File: src/rtl/mcu_link_pkg.sv
package mcu_link_pkg;

    localparam int BYTE_W    = 8;
    localparam int BIT_CNT_W = $clog2(BYTE_W);
    localparam int NUM_WIRES = 3;

    // wire slots in the filtered vectors
    localparam int W_SCK = 0;
    localparam int W_SIN = 1;
    localparam int W_SDI = 2;

    localparam logic [2:0] TGT_CONFIG = 3'b111;

    typedef struct packed {
        logic       toggle;
        logic [2:0] addr;
        logic [3:0] count;
    } ctrl_t;

    typedef enum logic [1:0] {
        SRC_STATUS = 2'd0,
        SRC_COUNT  = 2'd1,
        SRC_FIFO   = 2'd2
    } rd_src_e;

    function automatic logic tgt_is_fifo(input logic [2:0] a);
        return a < 3'd3;
    endfunction

    function automatic logic tgt_is_reg(input logic [2:0] a);
        return a[2] && (a != TGT_CONFIG);
    endfunction

endpackage

File: src/rtl/link_filter.sv
module link_filter #(
    parameter int STABLE = 2
) (
    input  logic clk,
    input  logic rst_n,
    input  logic raw_i,
    output logic lvl_o,
    output logic rise_o,
    output logic fall_o
);
    localparam int CW = (STABLE > 1) ? $clog2(STABLE) : 1;

    typedef struct packed {
        logic [1:0]    sync;
        logic          lvl;
        logic [CW-1:0] cnt;
        logic          rise;
        logic          fall;
    } flt_t;

    flt_t q, d;

    always_comb begin
        d      = q;
        d.sync = {q.sync[0], raw_i};
        d.rise = 1'b0;
        d.fall = 1'b0;
        if (q.sync[1] != q.lvl) begin
            if (q.cnt == CW'(STABLE - 1)) begin
                d.lvl  = q.sync[1];
                d.cnt  = '0;
                d.rise = q.sync[1];
                d.fall = !q.sync[1];
            end else begin
                d.cnt = q.cnt + CW'(1);
            end
        end else begin
            d.cnt = '0;
        end
    end

    always_ff @(posedge clk or negedge rst_n) begin
        if (!rst_n) q <= '0;
        else        q <= d;
    end

    assign lvl_o  = q.lvl;
    assign rise_o = q.rise;
    assign fall_o = q.fall;
endmodule

File: src/rtl/mcu_wr_deframer.sv
module mcu_wr_deframer
    import mcu_link_pkg::*;
#(
    parameter int FIFO_DEPTH = 8,
    localparam int PTR_W = $clog2(FIFO_DEPTH)
) (
    input  logic              clk,
    input  logic              rst_n,
    input  logic              sin_rise_i,
    input  logic              sin_fall_i,
    input  logic              sck_rise_i,
    input  logic              sdi_lvl_i,
    output ctrl_t             ctrl_o,
    output logic              in_wr_o,
    output logic [PTR_W-1:0]  in_ptr_o,
    output logic [BYTE_W-1:0] wr_data_o,
    output logic              reg_wr_o,
    output logic              cfg_wr_o,
    output logic [BYTE_W-1:0] cfg_data_o,
    output logic              in_done_clr_o
);
    typedef struct packed {
        logic                 active;
        logic                 have_ctrl;
        logic [BIT_CNT_W-1:0] bitcnt;
        logic [BYTE_W-1:0]    shreg;
        ctrl_t                ctrl;
        logic [PTR_W-1:0]     ptr;
        logic [PTR_W-1:0]     wr_ptr;
        logic [BYTE_W-1:0]    wr_data;
        logic                 cfg_pend;
        logic [BYTE_W-1:0]    cfg_data;
        logic                 in_wr;
        logic                 reg_wr;
        logic                 cfg_wr;
        logic                 done_clr;
    } wr_t;

    wr_t q, d;
    logic [BYTE_W-1:0] byte_nxt;

    assign byte_nxt = {sdi_lvl_i, q.shreg[BYTE_W-1:1]};

    always_comb begin
        d          = q;
        d.in_wr    = 1'b0;
        d.reg_wr   = 1'b0;
        d.cfg_wr   = 1'b0;
        d.done_clr = 1'b0;
        if (sin_rise_i) begin
            d.active    = 1'b1;
            d.have_ctrl = 1'b0;
            d.bitcnt    = '0;
            d.ptr       = '0;
            d.cfg_pend  = 1'b0;
        end else if (sin_fall_i && q.active) begin
            d.active = 1'b0;
            if (q.have_ctrl && tgt_is_fifo(q.ctrl.addr)) d.done_clr = 1'b1;
            if (q.cfg_pend) d.cfg_wr = 1'b1;
        end else if (sck_rise_i && q.active) begin
            d.shreg  = byte_nxt;
            d.bitcnt = q.bitcnt + BIT_CNT_W'(1);
            if (q.bitcnt == BIT_CNT_W'(BYTE_W - 1)) begin
                if (!q.have_ctrl) begin
                    d.ctrl      = ctrl_t'(byte_nxt);
                    d.have_ctrl = 1'b1;
                end else begin
                    d.wr_data = byte_nxt;
                    if (tgt_is_fifo(q.ctrl.addr)) begin
                        d.in_wr  = 1'b1;
                        d.wr_ptr = q.ptr;
                        d.ptr    = q.ptr + PTR_W'(1);
                    end else if (q.ctrl.addr == TGT_CONFIG) begin
                        d.cfg_pend = 1'b1;
                        d.cfg_data = byte_nxt;
                    end else if (tgt_is_reg(q.ctrl.addr)) begin
                        d.reg_wr = 1'b1;
                    end
                end
            end
        end
    end

    always_ff @(posedge clk or negedge rst_n) begin
        if (!rst_n) q <= '0;
        else        q <= d;
    end

    assign ctrl_o        = q.ctrl;
    assign in_wr_o       = q.in_wr;
    assign in_ptr_o      = q.wr_ptr;
    assign wr_data_o     = q.wr_data;
    assign reg_wr_o      = q.reg_wr;
    assign cfg_wr_o      = q.cfg_wr;
    assign cfg_data_o    = q.cfg_data;
    assign in_done_clr_o = q.done_clr;
endmodule

File: src/rtl/mcu_rd_streamer.sv
module mcu_rd_streamer
    import mcu_link_pkg::*;
(
    input  logic              clk,
    input  logic              rst_n,
    input  logic              sin_lvl_i,
    input  logic              sin_rise_i,
    input  logic              sck_lvl_i,
    input  logic              sck_fall_i,
    input  logic              sdi_rise_i,
    input  logic              sdi_fall_i,
    input  logic [BYTE_W-1:0] status_i,
    input  logic [BYTE_W-1:0] outcnt_i,
    input  logic [BYTE_W-1:0] out_data_i,
    output logic              busy_o,
    output logic              bit_o,
    output logic              pop_o,
    output logic              clr_o
);
    typedef struct packed {
        logic [1:0]           pulses;
        logic                 hi_seen;
        logic                 started;
        logic [BIT_CNT_W-1:0] bitcnt;
        logic [BYTE_W-1:0]    shreg;
        rd_src_e              src;
        logic                 past;
        logic                 pop;
        logic                 clr;
    } rd_t;

    rd_t q, d;

    always_comb begin
        d     = q;
        d.pop = 1'b0;
        d.clr = 1'b0;
        if (sin_rise_i) begin
            d.clr     = q.past;
            d.pulses  = '0;
            d.hi_seen = 1'b0;
            d.started = 1'b0;
            d.past    = 1'b0;
        end else if (!sin_lvl_i) begin
            if (sdi_rise_i && !sck_lvl_i && !q.started) begin
                d.hi_seen = 1'b1;
            end else if (sdi_fall_i && q.hi_seen) begin
                d.hi_seen = 1'b0;
                d.bitcnt  = '0;
                if (q.pulses == 2'd0) begin
                    d.pulses = 2'd1;
                    d.shreg  = status_i;
                    d.src    = SRC_STATUS;
                end else if (q.pulses == 2'd1) begin
                    d.pulses = 2'd2;
                    d.shreg  = outcnt_i;
                    d.src    = SRC_COUNT;
                    d.past   = 1'b1;
                end
            end else if (sck_fall_i && q.pulses != 2'd0) begin
                d.started = 1'b1;
                if (q.bitcnt == BIT_CNT_W'(BYTE_W - 1)) begin
                    d.bitcnt = '0;
                    if (q.src == SRC_STATUS) begin
                        d.shreg = outcnt_i;
                        d.src   = SRC_COUNT;
                        d.past  = 1'b1;
                    end else begin
                        d.shreg = out_data_i;
                        d.src   = SRC_FIFO;
                        d.pop   = 1'b1;
                    end
                end else begin
                    d.shreg  = q.shreg >> 1;
                    d.bitcnt = q.bitcnt + BIT_CNT_W'(1);
                end
            end
        end
    end

    always_ff @(posedge clk or negedge rst_n) begin
        if (!rst_n) q <= '0;
        else        q <= d;
    end

    assign busy_o = (q.pulses != 2'd0);
    assign bit_o  = q.shreg[0];
    assign pop_o  = q.pop;
    assign clr_o  = q.clr;
endmodule

File: src/rtl/mcu_link_port.sv
module mcu_link_port
    import mcu_link_pkg::*;
#(
    parameter int FILT_STABLE = 2,
    parameter int FIFO_DEPTH  = 8,
    localparam int PTR_W = $clog2(FIFO_DEPTH)
) (
    input  logic              clk,
    input  logic              rst_n,
    input  logic              sck_i,
    input  logic              sin_i,
    input  logic              sdi_i,
    output logic              sdo_o,
    input  logic              irq_n_i,
    input  logic [7:0]        status_i,
    input  logic [7:0]        outcnt_i,
    input  logic [7:0]        out_data_i,
    output logic              out_pop_o,
    output logic              ctrl_toggle_o,
    output logic [3:0]        ctrl_count_o,
    output logic              in_wr_o,
    output logic [1:0]        in_ep_o,
    output logic [PTR_W-1:0]  in_ptr_o,
    output logic [7:0]        wr_data_o,
    output logic              reg_wr_o,
    output logic [2:0]        reg_addr_o,
    output logic              cfg_wr_o,
    output logic [7:0]        cfg_data_o,
    output logic              in_done_clr_o,
    output logic              out_done_clr_o,
    output logic              setup_clr_o
);
    logic [NUM_WIRES-1:0] raw, lvl, rise, fall;
    assign raw = {sdi_i, sin_i, sck_i};

    for (genvar g = 0; g < NUM_WIRES; g++) begin : g_filt
        link_filter #(.STABLE(FILT_STABLE)) u_filt (
            .clk    (clk),
            .rst_n  (rst_n),
            .raw_i  (raw[g]),
            .lvl_o  (lvl[g]),
            .rise_o (rise[g]),
            .fall_o (fall[g])
        );
    end

    ctrl_t ctrl;
    logic  rd_busy, rd_bit, rd_clr;

    mcu_wr_deframer #(.FIFO_DEPTH(FIFO_DEPTH)) u_wr (
        .clk           (clk),
        .rst_n         (rst_n),
        .sin_rise_i    (rise[W_SIN]),
        .sin_fall_i    (fall[W_SIN]),
        .sck_rise_i    (rise[W_SCK]),
        .sdi_lvl_i     (lvl[W_SDI]),
        .ctrl_o        (ctrl),
        .in_wr_o       (in_wr_o),
        .in_ptr_o      (in_ptr_o),
        .wr_data_o     (wr_data_o),
        .reg_wr_o      (reg_wr_o),
        .cfg_wr_o      (cfg_wr_o),
        .cfg_data_o    (cfg_data_o),
        .in_done_clr_o (in_done_clr_o)
    );

    mcu_rd_streamer u_rd (
        .clk        (clk),
        .rst_n      (rst_n),
        .sin_lvl_i  (lvl[W_SIN]),
        .sin_rise_i (rise[W_SIN]),
        .sck_lvl_i  (lvl[W_SCK]),
        .sck_fall_i (fall[W_SCK]),
        .sdi_rise_i (rise[W_SDI]),
        .sdi_fall_i (fall[W_SDI]),
        .status_i   (status_i),
        .outcnt_i   (outcnt_i),
        .out_data_i (out_data_i),
        .busy_o     (rd_busy),
        .bit_o      (rd_bit),
        .pop_o      (out_pop_o),
        .clr_o      (rd_clr)
    );

    assign ctrl_toggle_o  = ctrl.toggle;
    assign ctrl_count_o   = ctrl.count;
    assign in_ep_o        = ctrl.addr[1:0];
    assign reg_addr_o     = ctrl.addr;
    assign out_done_clr_o = rd_clr;
    assign setup_clr_o    = rd_clr;
    assign sdo_o = lvl[W_SIN] ? irq_n_i : (rd_busy ? rd_bit : status_i[0]);
endmodule

File: config.mk
export PLATFORM = sky130hd
export DESIGN_NAME = mcu_link_port
export DESIGN_NICKNAME = d
export VERILOG_FILES = /design/src/rtl/mcu_link_pkg.sv /design/src/rtl/link_filter.sv /design/src/rtl/mcu_wr_deframer.sv /design/src/rtl/mcu_rd_streamer.sv /design/src/rtl/mcu_link_port.sv
export SDC_FILE = /design/constraint.sdc
export NUM_CORES = 1
export LEC_CHECK = 0
export BUFFER_PORTS_ARGS = -buffer_cell sky130_fd_sc_hd__buf_2
export CAP_MARGIN = 20
export CORE_ASPECT_RATIO = 0.8
export CORE_MARGIN = 3
export CORE_UTILIZATION = 58
export CTS_BUF_LIST = sky130_fd_sc_hd__clkbuf_2
export DETAILED_ROUTE_END_ITERATION = 8
export GPL_ROUTABILITY_DRIVEN = 0
export HOLD_SLACK_MARGIN = 0.06
export PLACE_DENSITY = 0.82
export SLEW_MARGIN = 20
export SYNTH_ARGS = -nofsm -noshare
export SYNTH_HDL_FRONTEND = slang
export SYNTH_SLANG_ARGS = --single-unit
File: constraint.sdc
create_clock -name clk -period 1.99 [get_ports clk]
set_input_delay 0.199 -clock clk [delete_from_list [all_inputs] [get_ports clk]]
set_output_delay 0.199 -clock clk [all_outputs]
set_load 0.02 [all_outputs]
== Word level (Yosys, flattened, before mapping) ==
Cells that the tools add are included.

* Add/sub/neg operators: 6
* $lt $le $gt $ge: 1
* Eq/ne operators: 16
* Multiplexer cells: 58
* Bitwise operators: 6
* Reduce and logical (&&, ||, !) cells: 50

{| class="wikitable"
|+ Operators with widths
! operator !! count
|-
| 45-bit two-way mux || 2
|-
| 33-bit two-way mux || 1
|-
| 16-bit two-way mux || 2
|-
| 1-bit two-way mux || 26
|-
| 25-bit two-way mux || 1
|-
| 11-bit two-way mux || 2
|-
| 2-bit nonzero test || 11
|-
| 10-bit two-way mux || 2
|-
| 2-bit two-way mux || 10
|-
| 5-bit AND reduction || 4
|-
| 19-bit two-way mux || 1
|-
| 9-bit two-way mux || 2
|-
| 6-bit AND reduction || 3
|-
| 3-bit nonzero test || 5
|-
| 14-bit two-way mux || 1
|-
| 7-bit AND reduction || 2
|-
| 4-bit two-way mux || 3
|-
| 3-bit != test (second input constant) || 4
|-
| 4-bit AND reduction || 3
|-
| 2-bit != test (second input constant) || 5
|-
| 2-bit AND reduction || 5
|-
| 3-bit by 1-bit adder with 3-bit output (second input constant) || 3
|-
| 3-bit == test (second input constant) || 3
|-
| 1-bit logical AND || 8
|-
| other kinds (12) || 28
|}

* Flip-flop bits (word level): 86
* Input port bits: 30
* Output and inout bits: 37
* Logic and storage cells: 177

== Logic depth before layout (Yosys ltp) ==
* Word-level depth: 10
* Depth in mapped cells: 7
* Gate-level depth less buffers: 6

== Modules after synthesis ==
From an unflattened synthesis, not the netlist that was laid out.

* Cells, all modules: 317
* Area total of the unflattened synthesis: 4073.9 um^2

{| class="wikitable"
|+ By module, submodules not included
! module !! instances !! cells each !! area each (um^2) !! sequential area each (um^2)
|-
| mcu_wr_deframer || 1 || 157 || 2125.8 || 1176.1
|-
| mcu_rd_streamer || 1 || 121 || 1313.8 || 500.5
|-
| link_filter || 3 || 11 || 197.7 || 150.1
|-
| mcu_link_port || 1 || 6 || 41.3 || 0.0
|}

== Worst setup path after synthesis ==
No wires, ideal clock.

* Kind: register to register
* Start: register g_filt[1].u_filt.q, in the netlist g_filt[1].u_filt.lvl_o
* End: register u_rd.q, in the netlist u_rd.bit_o
* Library setup time: 125 ps
* Data arrival time: 1633 ps
* Data required time: 1865 ps
* Path slack: 232 ps
* Stages on the path, launching flop included: 7
* Buffers on the path: 3
* Clock period less this slack: 1758 ps
* Path through: dfrtp_1 buf_6 or3_1 buf_2 a211o_1 buf_6 mux2_4

* Word-level cells in the longest chain between the ends: 2

{| class="wikitable"
|+ RTL lines
! element !! RTL line !! text
|-
| start: declaration || link_filter.sv:21 || <nowiki>flt_t q, d;</nowiki>
|-
| start signal: assignment || link_filter.sv:43 || <nowiki>if (!rst_n) q <= '0;</nowiki>
|-
| start signal: assignment || link_filter.sv:44 || <nowiki>else q <= d;</nowiki>
|-
| 1-bit NOT (no line) || -- ||
|-
| 5-bit AND reduction (no line) || -- ||
|-
| end signal: assignment || mcu_rd_streamer.sv:82 || <nowiki>if (!rst_n) q <= '0;</nowiki>
|-
| end signal: assignment || mcu_rd_streamer.sv:83 || <nowiki>else q <= d;</nowiki>
|-
| end: declaration || mcu_rd_streamer.sv:32 || <nowiki>rd_t q, d;</nowiki>
|}

No other way between the ends.
A chain may end at the register's enable or synchronous reset.

== Worst setup path in the final report ==
* Start: register u_rd.q[18] in the netlist's numbering
* End: register u_rd.q[10] in the netlist's numbering

* Word-level cells in the longest chain between the ends: 4
* Elaborated cells on any way between the ends: 9
* Classes of those cells: eq/ne: 2; mux: 2; reduce/logical: 5

{| class="wikitable"
|+ RTL lines
! element
|-
| parallel branches: the longest is 4 deep, another holds 5-bit AND reduction
|}

Parallel ways; which one is timed is not known.

==> run_results.csv <==
group,metric,value,unit
die,initial_core_util,60.4,%
route,drtAntennaViolNets,0,
cells_and_area,num_antenna_cells,0,
cells_and_area,drive_gt1_share,37.8,%
die,die_h,79.4,µm
die,die-area,7770,µm²
route,vias_per_cell,5.64,
timing,timing.final.crit_share,96.4,%
placed_design,placed_area,4140,µm²
route,vias,2623,
cells_and_area,area_growth,11.6,%
power,leakagePower,2.38,nW
logic_synthesis,avgSynthCellArea,12.0,µm²
timing,maxSlewViolCount,0,
die,core_area,6470,µm²
timing,worst_clock_skew,0.0273,ns
clock_network,cts_tree,"built",
route,first_iter_violations,198,
die,die_w,97.8,µm
logic_synthesis,yosys.area.top_type_share,54.4,%
run,drv_cap,0,
cells_and_area,nets,411,
logic_synthesis,synth_nets,360,
clock_network,cts_root_buf,"clkbuf_2",
route,drt_first_pass_iters,4,
logic_synthesis,ys_ff_latch,85,
global_routing,grt_pass1_vias,2566,
clock_network,cts_sinks,85,
global_routing,grt_max_degree,45,
worst_setup_path,path_class,"reg2reg",
timing,finalSetupViolCount,0,
power,p_per_area,954,nW/µm²
placed_design,io_buffers,66,
cells_and_area,design_area,4360,µm²
logic_synthesis,yosysUniqueCellTypes,46,
placed_design,dp_hpwl,5080,µm
logic_synthesis,yosysSeqAreaShare,54.4,%
status,status,"complete, no violations",
timing,finalHoldViolCount,0,
cells_and_area,fillCellCount,484,
worst_setup_path,cp-end-kind,"register",
timing,tightestPinTransition,0.562,ns
route,wl,7360,µm
power,power.total,4.16,mW
clock_network,clk_latency,0.53,ns
power,ir_drop,0.000618,V
route,wl_per_cell,15.8,µm
worst_setup_path,cp_cell_sequence,"or2_1 > a21oi_1 > a211o_1 > mux2_4",
logic_synthesis,synth_warnings,0,
route,drc_errors,0,
worst_setup_path,critPathRequiredTime,2.42,ns
clock_network,numCtsBuffers,9,
global_routing,grt_overflow_total,0,
worst_setup_path,cp-start-kind,"register",
timing,rsz0062_at_grt,"yes",
cells_and_area,fin_cells,465,
logic_synthesis,netlist_area,3910,µm²
worst_setup_path,slowest_stage,"a211o_1",
global_routing,grt_first_pass_wirelength,12000,µm
die,io_pins,67,
hold_path,holdCritPathClass,"in2reg",
clock_network,path_clk_slew,0.22,ns
cells_and_area,final_core_util,67.4,%
timing,slew_headroom,62.5,%
global_routing,antenna_found_initial,0,
worst_setup_path,critPathMaxStageDelay,0.51,ns
timing,fin_crit,1.92,ns
logic_synthesis,synth.area.top_cells,"dfrtp_1 54%, mux2_2 9.5%, buf_4 5.6%",
clock_network,cts_max_path_buffers,2,
worst_setup_path,cp_max_fo,9,
logic_synthesis,synthDominantAreaCellType,"dfrtp_1",
global_routing,track_usage,19.4,%
worst_setup_path,worstPathArrival,2.34,ns
die,rows,26,
clock_network,htreeDepth,3,
placed_design,dp_cells,440,
logic_synthesis,syn_inst,325,
timing,max_freq,521,MHz
==> synth_stat cells, drive strengths merged <==
cell	n
mux2i	11
a211o	1
o21ai	12
a21oi	4
a31oi	3
nand3b	2
ha	5
nand2b	1
and4b	1
xor2	3
nand3	3
nand4	2
a41o	1
clkbuf	10
xnor2	4
a221o	1
a21o	1
nand2	8
a21boi	1
nor2b	2
and4	1
inv	12
a41oi	1
nand4b	1
mux2	41
or3	2
dfrtp	85
and3b	1
o32ai	7
nor3b	6
buf	35
and3	3
o311a	7
o22ai	1
and2	3
a22o	4
nor3	1
or2	2
o31ai	1
nor2	34
nor4	1
==> path summary, 6_finish.rpt <==
check	start	endpoint	slack (ns)	cells after the start
min reg2reg	g_filt[0].u_filt.d[5]$_DFF_PN0_	g_filt[0].u_filt.q[5]$_DFF_PN0_	0.38	0
min in group asynchronous	rst_n	u_rd.q[12]$_DFFE_PN0P_	0.17	2
min	status_i[3]	u_rd.q[8]$_DFFE_PN0P_	0.11	4
max in group asynchronous	rst_n	g_filt[0].u_filt.fall_o$_DFF_PN0_	1.22	3
max reg2reg	u_rd.q[18]$_DFFE_PN0P_	u_rd.q[10]$_DFFE_PN0P_	0.07	4
max	u_rd.q[18]$_DFFE_PN0P_	u_rd.q[10]$_DFFE_PN0P_	0.07	4
==> power breakdown <==
| part | total [mW] | switching [mW] | internal [mW] |
|---|---|---|---|
| Sequential | 2.23 | 0.238 | 1.99 |
| Clock | 0.899 | 0.601 | 0.298 |
| Combinational | 1.03 | 0.494 | 0.538 |
==> layer usage <==
| metal | up-vias | global-route usage, % | routed length [µm] |
|---|---|---|---|
| met5 | - | 0 | 0 |
| met4 | 0 | 6.09 | 104 |
| met3 | 13 | 5.24 | 391 |
| met2 | 73 | 29.9 | 3470 |
| met1 | 1319 | 27.2 | 3390 |
| li1 | 1218 | - | - |
==> layout by cell type, fill, tap and decap left out, types with 2 or more instances in the layout <==
cell / count
o32ai_1: 7
dlygate4sd3_1: 4
a31oi_1: 3
mux2i_1: 11
a21oi_1: 3
nor2_1: 33
nand2_1: 8
nor3b_1: 3
o21ai_0: 11
xor2_1: 3
or2_1: 2
or3_1: 2
clkbuf_2: 9
nand3_1: 3
nand3b_1: 2
buf_4: 15
mux2_4: 8
nand4_1: 2
ha_1: 4
nor3b_2: 2
xnor2_1: 4
dfrtp_1: 85
a22o_1: 4
o311a_1: 7
inv_1: 12
nor2b_1: 2
and3_1: 3
inv_6: 3
mux2_2: 33
buf_2: 64
and2_1: 2
==> timing repair <==
item	CTS	global route
resized for setup	1	8
pin swaps	0	3
setup endpoints to repair	1	15
hold buffers	4	0
buffers inserted	0	5
hold endpoints to repair	88	0
==> cells by family (layout without fill, tap and decap cells) <==
family | Yosys count | after routing | share of synthesized area [%]
flops | 85 | 85 | 54.4
simple gates | 74 | 74 | 9.76
buf+inv | 57 | 113 | 8.77
mux | 52 | 52 | 15.4
compound gates | 45 | 45 | 8.48
xor+xnor | 7 | 7 | 1.57
fa+ha+maj | 5 | 5 | 1.60
==> per-stage QoR <==
stage	worst slack (ns)	hold WS, ns	TNS, ns
2_1_floorplan	0.232	-0.0966	0
3_3_place_gp	0.147	0.216	0
3_5_place_dp	0.0674	0.223	0
4_1_cts	0.0129	0.0889	0
5_1_grt	-0.0212	0.0904	-0.0212
6_report	0.0717	0.115	0
==> worst max-delay path, delay by kind of cell, from the launching register on <==
family | cells | cell delay (ns)
mux | 1 | 0.35
flops | 1 | 0.45
compound gates | 2 | 0.77
simple gates | 1 | 0.27
==> state kept, by name, summed over array words and instances (netlist names), 3 cells and up <==
register	cells
u_rd.q	17
u_wr.q	9
u_wr.cfg_data_o	8
u_wr.ctrl_o	8
u_wr.wr_data_o	8
u_wr.byte_nxt	7
g_filt.u_filt.q	6
g_filt.u_filt.d	3
g_filt.u_filt.fall_o	3
g_filt.u_filt.lvl_o	3
g_filt.u_filt.rise_o	3
u_wr.in_ptr_o	3
==> area by class of cell <==
class | instances | area, µm² | share of cell area, %
Clock buffer | 9 | 45.0 | 1.03
Multi-Input combinational cell | 183 | 1460 | 33.5
Inverter | 12 | 45.0 | 1.03
Sequential cell | 85 | 2130 | 48.8
Tap cell | 84 | 105 | 2.41
Timing Repair Buffer | 85 | 504 | 11.6
Clock inverter | 7 | 72.6 | 1.66
(Power assumes the default switching activity.)
